[src/rtl/rst_seq_pkg.sv]
package rst_seq_pkg;
    typedef enum logic [2:0] {
        ST_POWERUP,
        ST_IDLE,
        ST_QUALIFY,
        ST_SOFT_ACT,
        ST_SOFT_HOLD,
        ST_HARD_ACT,
        ST_HARD_HOLD
    } rst_state_e;

    localparam int N_SRC     = 6;
    localparam int IX_BTN_S  = 0;
    localparam int IX_BTN_A  = 1;
    localparam int IX_HOST_S = 2;
    localparam int IX_HOST_H = 3;
    localparam int IX_WDOG   = 4;
    localparam int IX_INSN   = 5;
endpackage

[src/rtl/rst_sync_bit.sv]
module rst_sync_bit #(
    parameter int STAGES = 2
) (
    input  logic clk,
    input  logic arst_n,
    input  logic d,
    output logic q
);
    logic [STAGES-1:0] chain;

    always_ff @(posedge clk or negedge arst_n) begin
        if (!arst_n) chain <= '0;
        else         chain <= {chain[STAGES-2:0], d};
    end

    assign q = chain[STAGES-1];
endmodule

[src/rtl/rst_classifier.sv]
module rst_classifier
    import rst_seq_pkg::*;
#(
    parameter int QUAL_CYCLES = 16,
    parameter int HOLD_CYCLES = 16
) (
    input  logic clk,
    input  logic arst_n,
    input  logic btn_soft,
    input  logic btn_abort,
    input  logic host_soft,
    input  logic host_hard,
    input  logic wdog,
    output logic cpu_rst,
    output logic per_soft_rst,
    output logic per_hard_rst,
    output logic pwr_phase
);
    localparam int CNT_MAX = (QUAL_CYCLES > HOLD_CYCLES) ? QUAL_CYCLES : HOLD_CYCLES;
    localparam int CW      = $clog2(CNT_MAX + 1);
    localparam int QW      = $clog2(HOLD_CYCLES + 2);

    rst_state_e state, state_n;
    logic [CW-1:0] cnt, cnt_n;
    logic hard_req, soft_any;

    assign hard_req = (btn_soft && btn_abort) || host_hard || wdog;
    assign soft_any = btn_soft || host_soft;

    // state register
    always_ff @(posedge clk or negedge arst_n) begin
        if (!arst_n) begin
            state <= ST_POWERUP;
            cnt   <= '0;
        end else begin
            state <= state_n;
            cnt   <= cnt_n;
        end
    end

    // next state
    always_comb begin
        state_n = state;
        unique case (state)
            ST_POWERUP: state_n = ST_HARD_HOLD;
            ST_IDLE: begin
                if (hard_req)       state_n = ST_HARD_ACT;
                else if (host_soft) state_n = ST_SOFT_ACT;
                else if (btn_soft)  state_n = ST_QUALIFY;
            end
            ST_QUALIFY: begin
                if (hard_req)       state_n = ST_HARD_ACT;
                else if (host_soft) state_n = ST_SOFT_ACT;
                else if (!btn_soft) state_n = ST_IDLE;
                else if (cnt == CW'(QUAL_CYCLES - 1)) state_n = ST_SOFT_ACT;
            end
            ST_SOFT_ACT: begin
                if (hard_req)       state_n = ST_HARD_ACT;
                else if (!soft_any) state_n = ST_SOFT_HOLD;
            end
            ST_SOFT_HOLD: begin
                if (hard_req)      state_n = ST_HARD_ACT;
                else if (soft_any) state_n = ST_SOFT_ACT;
                else if (cnt == CW'(HOLD_CYCLES - 1)) state_n = ST_IDLE;
            end
            ST_HARD_ACT: begin
                if (!hard_req) state_n = ST_HARD_HOLD;
            end
            ST_HARD_HOLD: begin
                if (hard_req) state_n = ST_HARD_ACT;
                else if (cnt == CW'(HOLD_CYCLES - 1)) state_n = ST_IDLE;
            end
            default: state_n = ST_POWERUP;
        endcase
    end

    // dwell counter: cleared on every transition, saturating otherwise
    always_comb begin
        if (state_n != state)          cnt_n = '0;
        else if (cnt != CW'(CNT_MAX))  cnt_n = cnt + 1'b1;
        else                           cnt_n = cnt;
    end

    // outputs
    always_comb begin
        cpu_rst      = 1'b0;
        per_soft_rst = 1'b0;
        per_hard_rst = 1'b0;
        pwr_phase    = 1'b0;
        unique case (state)
            ST_POWERUP: begin
                cpu_rst = 1'b1; per_hard_rst = 1'b1; pwr_phase = 1'b1;
            end
            ST_SOFT_ACT, ST_SOFT_HOLD: begin
                cpu_rst = 1'b1; per_soft_rst = 1'b1;
            end
            ST_HARD_ACT, ST_HARD_HOLD: begin
                cpu_rst = 1'b1; per_hard_rst = 1'b1;
            end
            default: ;
        endcase
    end

    // cycles since any source was last seen, for the hold check
    logic [QW-1:0] quiet;
    always_ff @(posedge clk or negedge arst_n) begin
        if (!arst_n)                        quiet <= '0;
        else if (hard_req || soft_any)      quiet <= '0;
        else if (quiet != QW'(HOLD_CYCLES + 1)) quiet <= quiet + 1'b1;
    end


    soft_hard_excl_chk: assert property (@(posedge clk) disable iff (!arst_n)
        !(per_soft_rst && per_hard_rst));


    hard_wins_chk: assert property (@(posedge clk) disable iff (!arst_n)
        hard_req |=> (per_hard_rst && !per_soft_rst));


    hold_time_chk: assert property (@(posedge clk) disable iff (!arst_n)
        $fell(cpu_rst) |-> (quiet >= QW'(HOLD_CYCLES)));


    host_soft_direct_chk: assert property (@(posedge clk) disable iff (!arst_n)
        (state == ST_IDLE && host_soft && !hard_req) |=> (per_soft_rst && cpu_rst));
endmodule

[src/rtl/rst_bus_pulse.sv]
module rst_bus_pulse #(
    parameter int PULSE_CYCLES = 512
) (
    input  logic clk,
    input  logic arst_n,
    input  logic stb,
    output logic pulse
);
    localparam int CW = $clog2(PULSE_CYCLES);
    localparam int RW = $clog2(PULSE_CYCLES + 1) + 1;

    logic          stb_q;
    logic          rise;
    logic [CW-1:0] cnt;

    assign rise = stb && !stb_q;

    always_ff @(posedge clk or negedge arst_n) begin
        if (!arst_n) begin
            stb_q <= 1'b0;
            pulse <= 1'b0;
            cnt   <= '0;
        end else begin
            stb_q <= stb;
            if (rise) begin
                pulse <= 1'b1;
                cnt   <= '0;
            end else if (pulse) begin
                if (cnt == CW'(PULSE_CYCLES - 1)) pulse <= 1'b0;
                else                              cnt   <= cnt + 1'b1;
            end
        end
    end

    // length of the current high run, counted independently of cnt
    logic [RW-1:0] run_len;
    always_ff @(posedge clk or negedge arst_n) begin
        if (!arst_n)    run_len <= '0;
        else if (rise)  run_len <= '0;
        else if (pulse) run_len <= run_len + 1'b1;
    end


    pulse_len_chk: assert property (@(posedge clk) disable iff (!arst_n)
        $fell(pulse) |-> (run_len == RW'(PULSE_CYCLES)));


    restart_chk: assert property (@(posedge clk) disable iff (!arst_n)
        rise |=> (pulse && run_len == '0));
endmodule

[src/rtl/reset_arbiter.sv]
module reset_arbiter
    import rst_seq_pkg::*;
#(
    parameter int SYNC_STAGES  = 2,
    parameter int QUAL_CYCLES  = 16,
    parameter int HOLD_CYCLES  = 16,
    parameter int PULSE_CYCLES = 512
) (
    input  logic clk,
    input  logic por_n,
    input  logic btn_soft_i,
    input  logic btn_abort_i,
    input  logic host_soft_req_i,
    input  logic host_hard_req_i,
    input  logic wdog_expire_i,
    input  logic rst_insn_stb_i,
    output logic cpu_rst_o,
    output logic per_soft_rst_o,
    output logic per_hard_rst_o,
    output logic bus_rst_o
);
    logic [N_SRC-1:0] raw, syn;
    logic pwr_phase, insn_pulse;

    always_comb begin
        raw            = '0;
        raw[IX_BTN_S]  = btn_soft_i;
        raw[IX_BTN_A]  = btn_abort_i;
        raw[IX_HOST_S] = host_soft_req_i;
        raw[IX_HOST_H] = host_hard_req_i;
        raw[IX_WDOG]   = wdog_expire_i;
        raw[IX_INSN]   = rst_insn_stb_i;
    end

    for (genvar i = 0; i < N_SRC; i++) begin : g_sync
        rst_sync_bit #(.STAGES(SYNC_STAGES)) u_sync (
            .clk    (clk),
            .arst_n (por_n),
            .d      (raw[i]),
            .q      (syn[i])
        );
    end

    rst_classifier #(
        .QUAL_CYCLES (QUAL_CYCLES),
        .HOLD_CYCLES (HOLD_CYCLES)
    ) u_class (
        .clk          (clk),
        .arst_n       (por_n),
        .btn_soft     (syn[IX_BTN_S]),
        .btn_abort    (syn[IX_BTN_A]),
        .host_soft    (syn[IX_HOST_S]),
        .host_hard    (syn[IX_HOST_H]),
        .wdog         (syn[IX_WDOG]),
        .cpu_rst      (cpu_rst_o),
        .per_soft_rst (per_soft_rst_o),
        .per_hard_rst (per_hard_rst_o),
        .pwr_phase    (pwr_phase)
    );

    rst_bus_pulse #(.PULSE_CYCLES(PULSE_CYCLES)) u_pulse (
        .clk    (clk),
        .arst_n (por_n),
        .stb    (syn[IX_INSN]),
        .pulse  (insn_pulse)
    );

    assign bus_rst_o = insn_pulse || pwr_phase;


    insn_no_cpu_chk: assert property (@(posedge clk) disable iff (!por_n)
        (insn_pulse && !pwr_phase && !syn[IX_BTN_S] && !syn[IX_HOST_S] && !syn[IX_HOST_H]
         && !syn[IX_WDOG] && !per_soft_rst_o && !per_hard_rst_o) |=> !per_soft_rst_o);
endmodule

[config.mk]
export PLATFORM = sky130hd
export DESIGN_NAME = reset_arbiter
export DESIGN_NICKNAME = d
export VERILOG_FILES = /design/src/rtl/rst_seq_pkg.sv /design/src/rtl/rst_sync_bit.sv /design/src/rtl/rst_classifier.sv /design/src/rtl/rst_bus_pulse.sv /design/src/rtl/reset_arbiter.sv
export SDC_FILE = /design/constraint.sdc
export NUM_CORES = 1
export LEC_CHECK = 0
export CAP_MARGIN = 0
export CORE_AREA = 10 10 77 79
export DETAILED_ROUTE_END_ITERATION = 10
export DIE_AREA = 0 0 87 89
export DONT_BUFFER_PORTS = 1
export MAX_ROUTING_LAYER = met4
export PLACE_DENSITY = 0.53
export SYNTH_ARGS = -nofsm -noshare
export SYNTH_HDL_FRONTEND = slang
export SYNTH_SLANG_ARGS = --single-unit
[constraint.sdc]
create_clock -name clk -period 2.95 [get_ports clk]
set_input_delay 0.59 -clock clk [delete_from_list [all_inputs] [get_ports clk]]
set_output_delay 0.59 -clock clk [all_outputs]
set_load 0.01 [all_outputs]
Yosys cells after proc, flatten, opt, wreduce, memory -nomap -nowiden --
Index checks and enable logic that the tools add are counted.
Storage, ports and cells: register bits after elaboration 31, input bits 8, output and inout bits 4, word-level logic and storage cells 65
Cells by class: add/sub/neg operators 2, equal/unequal tests 11, mux-type cells 27, reduce and logical (&&, ||, !) cells 14
Operators with widths (number):
- 3-bit 2-to-1 mux | 14
- 9-bit 2-to-1 mux | 3
- 3-bit case mux with 7 select lines | 1
- 5-bit 2-to-1 mux | 2
- 9-bit by 1-bit adder with 9-bit output (second input constant) | 1
- 3-bit == test (second input constant) | 3
- 9-bit == test (second input constant) | 1
- 1-bit 2-to-1 mux | 7
- 3-bit by 2-bit == test with 1-bit output (second input constant) | 2
- 5-bit by 1-bit adder with 5-bit output (second input constant) | 1
- 5-bit by 4-bit == test with 1-bit output (second input constant) | 1
- 5-bit != test (second input constant) | 1
- 5-bit OR reduction | 1
- 1-bit logical OR | 4
- 2-bit nonzero test | 2
- 3-bit by 1-bit == test with 1-bit output (second input constant) | 1
- 3-bit zero test | 1
- 3-bit != test | 1
- 3-bit OR reduction | 1
- 1-bit logical AND | 2
- 2-bit by 1-bit != test with 1-bit output (second input constant) | 1
- 2-bit AND reduction | 1
- 2-bit OR reduction | 1
- 1-bit zero test | 1

Depth between registers and ports, before layout --
Gate-level depths: netlist (run 1).
depth in word-level cells 8, mapped depth 9, depth with buffers taken out 8

Modules after synthesis --
A second synthesis (run 1) with hierarchy kept.
Second synthesis, totals: cell total of the unflattened synthesis 140, area, all modules 1478.9 um2
Modules (own cells, without submodules):
- rst_classifier | instances 1, cells an instance 77, area each 646.9 um2, sequential area each 200.2 um2
- rst_bus_pulse | instances 1, cells an instance 50, area each 525.5 um2, sequential area each 275.3 um2
- rst_sync_bit | instances 6, cells an instance 2, area each 50.0 um2, sequential area each 50.0 um2
- reset_arbiter | instances 1, cells an instance 1, area each 6.3 um2, sequential area each 0.0 um2

Least setup slack after synthesis (run 1) --
Ideal clock, no wire load.
kind reg2reg, from register u_class.cnt[0], to register u_class.cnt[2], setup time 96 ps, data arrival time 1932 ps, data required time 2854 ps, path slack 923 ps, cell stages (with the launch flop) 8, path buffers 0, clock period less this slack 2027 ps, cell sequence dfrtp_1 ha_1 and3_1 ha_1 or3b_2 o22ai_2 o22ai_2 nor4_2
Between the ends: cells in the longest elaborated chain, start to end 8, elaborated cells between the ends (all ways) 16, those cells by class add/sub (1); eq/ne (3); mux (11); reduce/logical (1)
Ends and longest elaborated chain:
- from (decl) | line rst_classifier.sv:24 | logic [CW-1:0] cnt, cnt_n;
- from (signal assigned) | line rst_classifier.sv:37 | cnt <= cnt_n;
- 5-bit by 4-bit == test with 1-bit output | line rst_classifier.sv:55, rst_classifier.sv:64, rst_classifier.sv:71
- 3-bit 2-to-1 mux | line rst_classifier.sv:55 | else if (cnt == CW'(QUAL_CYCLES - 1)) state_n = ST_SOFT_ACT;
- 3-bit 2-to-1 mux | line rst_classifier.sv:54 | else if (!btn_soft) state_n = ST_IDLE;
- 3-bit 2-to-1 mux | line rst_classifier.sv:53 | else if (host_soft) state_n = ST_SOFT_ACT;
- 3-bit 2-to-1 mux | line rst_classifier.sv:52 | if (hard_req) state_n = ST_HARD_ACT;
- 3-bit case mux with 7 select lines | line rst_classifier.sv:44 | unique case (state)
- 3-bit != test | line rst_classifier.sv:79 | if (state_n != state) cnt_n = '0;
- 5-bit 2-to-1 mux / 2-bit nonzero test (equally long branches)
Parallel ways exist; a longest one is shown, timed or not. The select of a mux whose other input is x is not followed. A chain may end at the register's enable or synchronous reset.

Final worst setup path (run 1) --
from register u_pulse.cnt[0], to register u_pulse.cnt[4]
Between the ends: cells in the longest elaborated chain, start to end 4, elaborated cells between the ends (all ways) 7, those cells by class add/sub (1); eq/ne (2); mux (3); reduce/logical (1)
Ends and longest elaborated chain:
- from (decl) | line rst_bus_pulse.sv:14 | logic [CW-1:0] cnt;
- from (signal assigned) | line rst_bus_pulse.sv:30 | else cnt <= cnt + 1'b1;
- 9-bit by 1-bit adder with 9-bit output | line rst_bus_pulse.sv:30
- 9-bit 2-to-1 mux | line rst_bus_pulse.sv:29 | if (cnt == CW'(PULSE_CYCLES - 1)) pulse <= 1'b0;
- 9-bit 2-to-1 mux | line rst_bus_pulse.sv:28 | end else if (pulse) begin
- 9-bit 2-to-1 mux | line rst_bus_pulse.sv:25 | if (rise) begin
Parallel ways exist; a longest one is shown, timed or not. The select of a mux whose other input is x is not followed.

==> results of run 1 <==
==> critical path, stage by stage, from the launching register on <==
cell and delay [ps]:
dfrtp_1 400, ha_1 210, and3_1 200, and3_1 180
ha_1 170, nor2b_1 560, o21ai_0 200, xor2_1 180
nor2_1 60
==> registers in the layout, indices dropped and copies added (netlist names) <==
| signal | cells |
|---|---|
| u_pulse.pulse | 1 |
| u_class.cnt | 5 |
| g_sync.u_sync.chain | 12 |
| u_pulse.cnt | 9 |
| u_class.state | 3 |
| u_pulse.stb_q | 1 |
==> cell usage after synthesis, types with 2 or more instances <==
master	number
a211o_1	2
a211oi_1	2
a21oi_1	4
and3_1	5
buf_4	3
clkbuf_1	3
dfrtp_1	31
ha_1	5
inv_1	5
mux2i_1	3
nand2b_1	4
nand3_1	3
nor2_1	11
nor2b_1	4
nor3_1	6
o2111ai_1	3
o21ai_0	9
o22ai_2	2
or3b_2	2
xnor2_1	3
xor2_1	7
==> metal layers <==
metal / wire [um] / vias to the layer above / GRT usage, %
met2: 1330 / 17 / 12.7
li1: - / 497 / -
met3: 140 / 7 / 2.55
met1: 1310 / 496 / 9.03
met4: 79 / 0 / 7.22
met5: 0 / - / -
==> layout by cell type (no fill, tap or decap), types with 2 or more instances in the layout <==
| cell type | instances |
|---|---|
| dfrtp_1 | 31 |
| nor2_1 | 11 |
| o21ai_0 | 9 |
| xor2_1 | 7 |
| nor3_1 | 6 |
| inv_1 | 5 |
| and3_1 | 5 |
| ha_1 | 5 |
| clkbuf_8 | 5 |
| nand2b_1 | 4 |
| nor2b_1 | 4 |
| a21oi_1 | 4 |
| nand3_1 | 3 |
| o2111ai_1 | 3 |
| mux2i_1 | 3 |
| xnor2_1 | 3 |
| a211oi_1 | 2 |
| a211o_1 | 2 |
| or3b_2 | 2 |
| o22ai_2 | 2 |
==> layout make-up <==
cell class                      count  area (um^2)  share of cell area (%)
Clock buffer                        5         68.8                    4.07
Clock inverter                      3         43.8                    2.59
Inverter                            5         18.8                    1.11
Multi-Input combinational cell     95          689                    40.8
Sequential cell                    31          776                    45.9
Tap cell                           54         67.6                    3.99
Timing Repair Buffer                2         27.5                    1.63
==> power groups by stage <==
| stage | sequential (W) | clock (W) | combinational (W) |
|---|---|---|---|
| 6_report | 0.000589 | 0.000415 | 0.000346 |
| 5_1_grt | 0.000603 | 0.000449 | 0.000393 |
| 4_1_cts | 0.000588 | 0.000433 | 0.000349 |
| 3_5_place_dp | 0.000596 | 0 | 0.000337 |
| 3_3_place_gp | 0.000588 | 0 | 0.000321 |
| 2_1_floorplan | 0.000537 | 0 | 0.000327 |
==> metrics by stage <==
step                      instance area [um^2]  utilization [%]  setup WS [ps]  hold WS [ps]  std cells
after floorplan                           1520                -            923           294        137
after global placement                    1560             34.4            713           296        186
after detailed placement                  1560             34.4            684           296        186
after CTS                                 1690             37.3            658           108        195
after global routing                      1690             37.3            455           118        195
final                                     1690             37.3            669           114        195
==> path summary, 6_finish.rpt <==
kind / start / to / slack, ps / depth (start not counted)
setup / recovery: u_pulse.cnt[0]$_DFFE_PN0P_ / u_pulse.cnt[4]$_DFFE_PN0P_ / 670 / 8
hold / removal: por_n / u_pulse.cnt[1]$_DFFE_PN0P_ / 110 / 1
setup reg to reg: u_pulse.cnt[0]$_DFFE_PN0P_ / u_pulse.cnt[4]$_DFFE_PN0P_ / 670 / 8
hold reg to reg: g_sync[5].u_sync.chain[0]$_DFF_PN0_ / g_sync[5].u_sync.chain[1]$_DFF_PN0_ / 340 / 0
max in group asynchronous: por_n / u_pulse.cnt[8]$_DFFE_PN0P_ / 2670 / 1
min in group clk: host_hard_req_i / g_sync[3].u_sync.chain[0]$_DFF_PN0_ / 320 / 0
==> logic make-up after synthesis <==
family	count (synthesis)	share of synthesized area (%)
mux	3	1.98
buf+inv	11	3.46
simple gates	45	18.0
fa+ha+maj	5	4.12
compound gates	32	15.6
flops	31	51.1
xor+xnor	10	5.77
==> metrics, run 1 <==
Seq/Total Area, Yosys=just over 50%; status=complete, no violations; RePlAce Congestion=~0.77; fin nets=153; switch share=34.1%; Synth Warn #=0; sw power=roughly 0.00046 W; Mapped Area=1520 um^2; CTS Buffer Depth=2; Fmax=about 0.44 GHz; FFs w/ async S/R, synth=100%; area added between synthesis and finish=11.5%; Flop pwr share=43.6%; Via-to-Cell Ratio=5.22; Worst-Margin Slew=708 ps; Data required, critical path=3130 ps; Leak=0.727 nW; Distinct cells, synth=41; clk_skew=4.73 ps; main area contributors after synthesis=dfrtp_1 51%, ha_1 4.1%, xor2_1 4.0%, o21ai_0 3.0%, nor2_1 2.7%; Power Density=798 nW/um^2; syn avg cell area=11.1 um^2; number of hold buffers added after cts=1; clk root buf=clkbuf_8; crit path kind=register to register; peak supply drop=~0.00037 V; dominant synthesized flop cell=dfrtp_1; # DRC=0; dominant cell type by area after synthesis=dfrtp_1; GRT Total Usage=8.49%; initial antenna violation count=0; post-CTS resize count=0; largest net degree at the start of global routing=32; FILL cells=roughly 450; Pint=0.000890 W; #FFs+latches synth=31; slew margin rel.=52.7%; CP Launch Type=register; Max-Cap Viols=0; Die H=between 80 and 90 um; TritonCTS clock tree=yes; RSZ-0062 raised after global routing=false; critical path arrival=roughly 2500 ps; Post-synth EDFFs=0; TNS Setup=0 ps; final period utilization=77.3%; Vias=1017; total core area=4540 um^2; Synth top area share=51.1%; HPWL Detailed=1950 um; setup repair bufs after CTS=0; number of I/O pins=12; Buffers on Ports=0; row cnt=25; Clk network pwr share=between 30% and 40%; worst skew pair latency=290 ps; Pre-antenna DRT Iters=4; CTS Buf Count=5; min cycle time layout=2280 ps; post-synthesis net count=150; Post-Route WL=2870 um; CP max FO=10; WL/cell=14.7 um; vias in the first global route=1082; die width=87 um; layout cells sized above 1=14.9%; Die ar.=7740 um^2; global-route wire length before repair=4950 um; Initial Util=between 30 and 40%; ANT nets after route=0; grt ovf=0; Final Hold Fails=0; Clock transition at path regs=60 ps; initial DRC count=76; Setup crit end kind=register; Antenna diodes=0; Final Max Tran Viols=0; Gate power share=25.6%; Hold Path Class=input pin to async pin; Pwr Total=between 0.001 and 0.0015 W; H-Tree Depth=2; clock sinks=31; endpoints failing setup=0; cells after synthesis=137
(Power assumes the default switching activity.)
==> inputs of run 2 (changes only) <==
clock period = 2.2 ns   (was 2.95 ns; I/O delays follow)
==> run 2 against run 1 <==
  * Combinational power up 40%
  * Die area did not move
  * Fmax increased by 9.8%
  * Setup slack lost 550 ps
  * Design area increased by 3.5%
  * Core utilization is 1.3 points higher
  * Via count is 2.5% higher
  * Sequential power grew 35%
  * Critical path type unchanged
  * Critical endpoint is now u_class.cnt[4]$_DFFE_PN0P_
==> metrics, run 2 (synthesis results as in run 1) <==
Die ar.=7740 um^2 (unchanged); fin cells=197 (+1.0%); FILL cells=460 (+3.4%); Reg area=776 um^2 (unchanged); CTS Buf Count=5 (unchanged); Pint=0.00124 W (+40%); RePlAce Congestion=0.841 (+8.8%); initial DRC count=44 (-42%); post-layout util=38.6% (+1.3 points); largest register by flop count=g_sync.u_sync.chain; CP max FO=5 (-5); HPWL Detailed=1980 um (+1.3%); Fmax=0.481 GHz (+9.8%); Power Density=1060 nW/um^2 (+32%); Antenna diodes=0 (unchanged); clk root buf=clkbuf_8; WL/cell=14.0 um (-4.5%); biggest regs=g_sync.u_sync.chain: 12 flops, u_pulse.cnt: 9 flops, u_class.cnt: 5 flops; H-Tree Depth=2 (unchanged); cell mode on critical path=o22ai_4; total core area=4540 um^2 (unchanged); ANT nets after route=0 (unchanged); peak supply drop=0.000466 V (+27%); Worst-Margin Slew=553 ps (-155 ps); row cnt=25 (unchanged); Die H=89 um (unchanged); CP Launch Type=register; CTS Buffer Depth=2 (unchanged); slew margin rel.=62.9% (+10 points); cells along the critical path=ha_1, and3_1, ha_2, or4_4, o22ai_4, o22ai_4, nor3_1; Final Hold Fails=0 (unchanged); Post-Route WL=2760 um (-3.5%); GRT Total Usage=8.12% (-0.36 points); Clock transition at path regs=60 ps (about the same); dpl cells=187 (+0.54%); Largest stage delay, worst path=440 ps (-120 ps); RR Startpoint=u_class.cnt[1]$_DFFE_PN0P_; Initial Util=33.5% (unchanged); Hold Path Cell Cnt=0; critical path arrival=2270 ps (-190 ps); endpoints failing setup=0 (unchanged); largest net degree at the start of global routing=32 (unchanged); area of the multi-input gates=726 um^2 (+5.3%); reg2reg setup slack=120 ps (-550 ps); # DRC=0 (unchanged); RSZ-0062 raised after global routing=true; status=complete, no violations; Largest register FFs=12 (unchanged); global-route wire length before repair=4740 um (-4.2%); Pre-antenna DRT Iters=5 (+1); clk_skew=7.42 ps (+2.68 ps); Hold Path End=g_sync[1].u_sync.chain[0]$_DFF_PN0_; Via-to-Cell Ratio=5.29 (+1.4%); commonest non-fill, non-tap cells in the layout=31 x dfrtp_1, 11 x nor2_1, 9 x o21ai_0; Buffers on Ports=0 (unchanged); Max-Cap Viols=0 (unchanged); Data required, critical path=2390 ps (-740 ps); final period utilization=94.4% (+17 points); Clk network pwr share=30.9% (about the same); min cycle time layout=2080 ps (-204 ps); Final Max Tran Viols=0 (unchanged); Vias=1042 (+2.5%); Worst path slowest cell=or4_4; grt ovf=0 (unchanged); initial antenna violation count=0 (unchanged); Leak=0.740 nW (+1.8%); R2R depth=7 (-1); Setup crit end kind=register; Gate power share=26.2% (+0.6 points); worst skew pair latency=280 ps (about the same); layout cells sized above 1=16.8% (+1.9 points); die width=87 um (unchanged); clock sinks=31 (unchanged); Flop pwr share=42.9% (-0.7 points); vias in the first global route=1034 (-4.4%); Reg-to-Reg End=u_class.cnt[4]$_DFFE_PN0P_; sw power=0.000605 W (+31%); fin nets=155 (+1.3%); Hold Path Class=input pin to register; switch share=32.8% (-1.3 points); area added between synthesis and finish=15.3%; TritonCTS clock tree=yes; number of I/O pins=12 (unchanged); hold_sp=btn_abort_i; crit path kind=register to register; most common cell after layout, fill and taps aside=dfrtp_1
run 2: cell count changes in the layout (fill, tap and decap cells not counted), sizes merged:
cell | before | now
buf | 2 | 3
clkbuf | 5 | 6
clkinv | 2 | 1
dlygate4sd3 | 0 | 1
run 2: worst max-delay path, delay by kind of cell (launching register included):
kind | cells | cell delay [ps]
and+or+nand+nor | 3 | 860
adders and majority gates | 2 | 430
DFF | 1 | 410
AOI/OAI and AO/OA | 2 | 290
run 2: cell type report:
class	instances	area share [%]
Clock inverter	2	2.00
Sequential cell	31	44.3
Clock buffer	6	4.72
Timing Repair Buffer	4	2.57
Multi-Input combinational cell	95	41.5
Tap cell	54	3.86
Inverter	5	1.07
run 2: routing by layer:
layer / share of wire (%) / GRT usage (%)
met5: 0 / -
met4: 1.6 / 4.42
met3: 5.2 / 3.28
met2: 48 / 12.4
met1: 45 / 8.89
run 2: worst max path at each step:
| stage | end | cells past startpoint | startpoint |
|---|---|---|---|
| after global placement | u_class.cnt[3]$_DFFE_PN0P_ | 7 | u_class.cnt[0]$_DFFE_PN0P_ |
| after global routing | u_class.cnt[4]$_DFFE_PN0P_ | 7 | u_class.cnt[1]$_DFFE_PN0P_ |
| final | u_class.cnt[4]$_DFFE_PN0P_ | 7 | u_class.cnt[1]$_DFFE_PN0P_ |
| after detailed placement | u_class.cnt[2]$_DFFE_PN0P_ | 7 | u_class.cnt[1]$_DFFE_PN0P_ |
| after floorplan | u_class.cnt[2]$_DFFE_PN0P_ | 7 | u_class.cnt[0]$_DFFE_PN0P_ |
| after CTS | u_class.cnt[2]$_DFFE_PN0P_ | 7 | u_class.cnt[1]$_DFFE_PN0P_ |
run 2: power groups by stage:
stage          clock (W)  sequential [W]  combinational [W]
3_3_place_gp           0        0.000789           0.000428
2_1_floorplan          0        0.000720           0.000438
3_5_place_dp           0        0.000794           0.000445
6_report        0.000570        0.000793           0.000484
4_1_cts         0.000587        0.000783           0.000465
5_1_grt         0.000613        0.000812           0.000552
run 2: through the flow:
step	power [W]	setup TNS [ps]	hold WS (ps)	worst slack [ps]	area, um^2
after floorplan	0.00116	0	144	173	1520
after global placement	0.00122	0	146	89.7	1570
after detailed placement	0.00124	0	146	41.7	1570
after CTS	0.00183	0	173	25.7	1710
after global routing	0.00198	-14.5	163	-14.5	1750
final	0.00185	0	184	123	1750
run 2: timing repair:
item	CTS	global route
buffers inserted	0	0
endpoints found under the setup margin	0	5
hold buffers	2	0
endpoints found under the hold margin	31	0
gates resized for setup	0	6
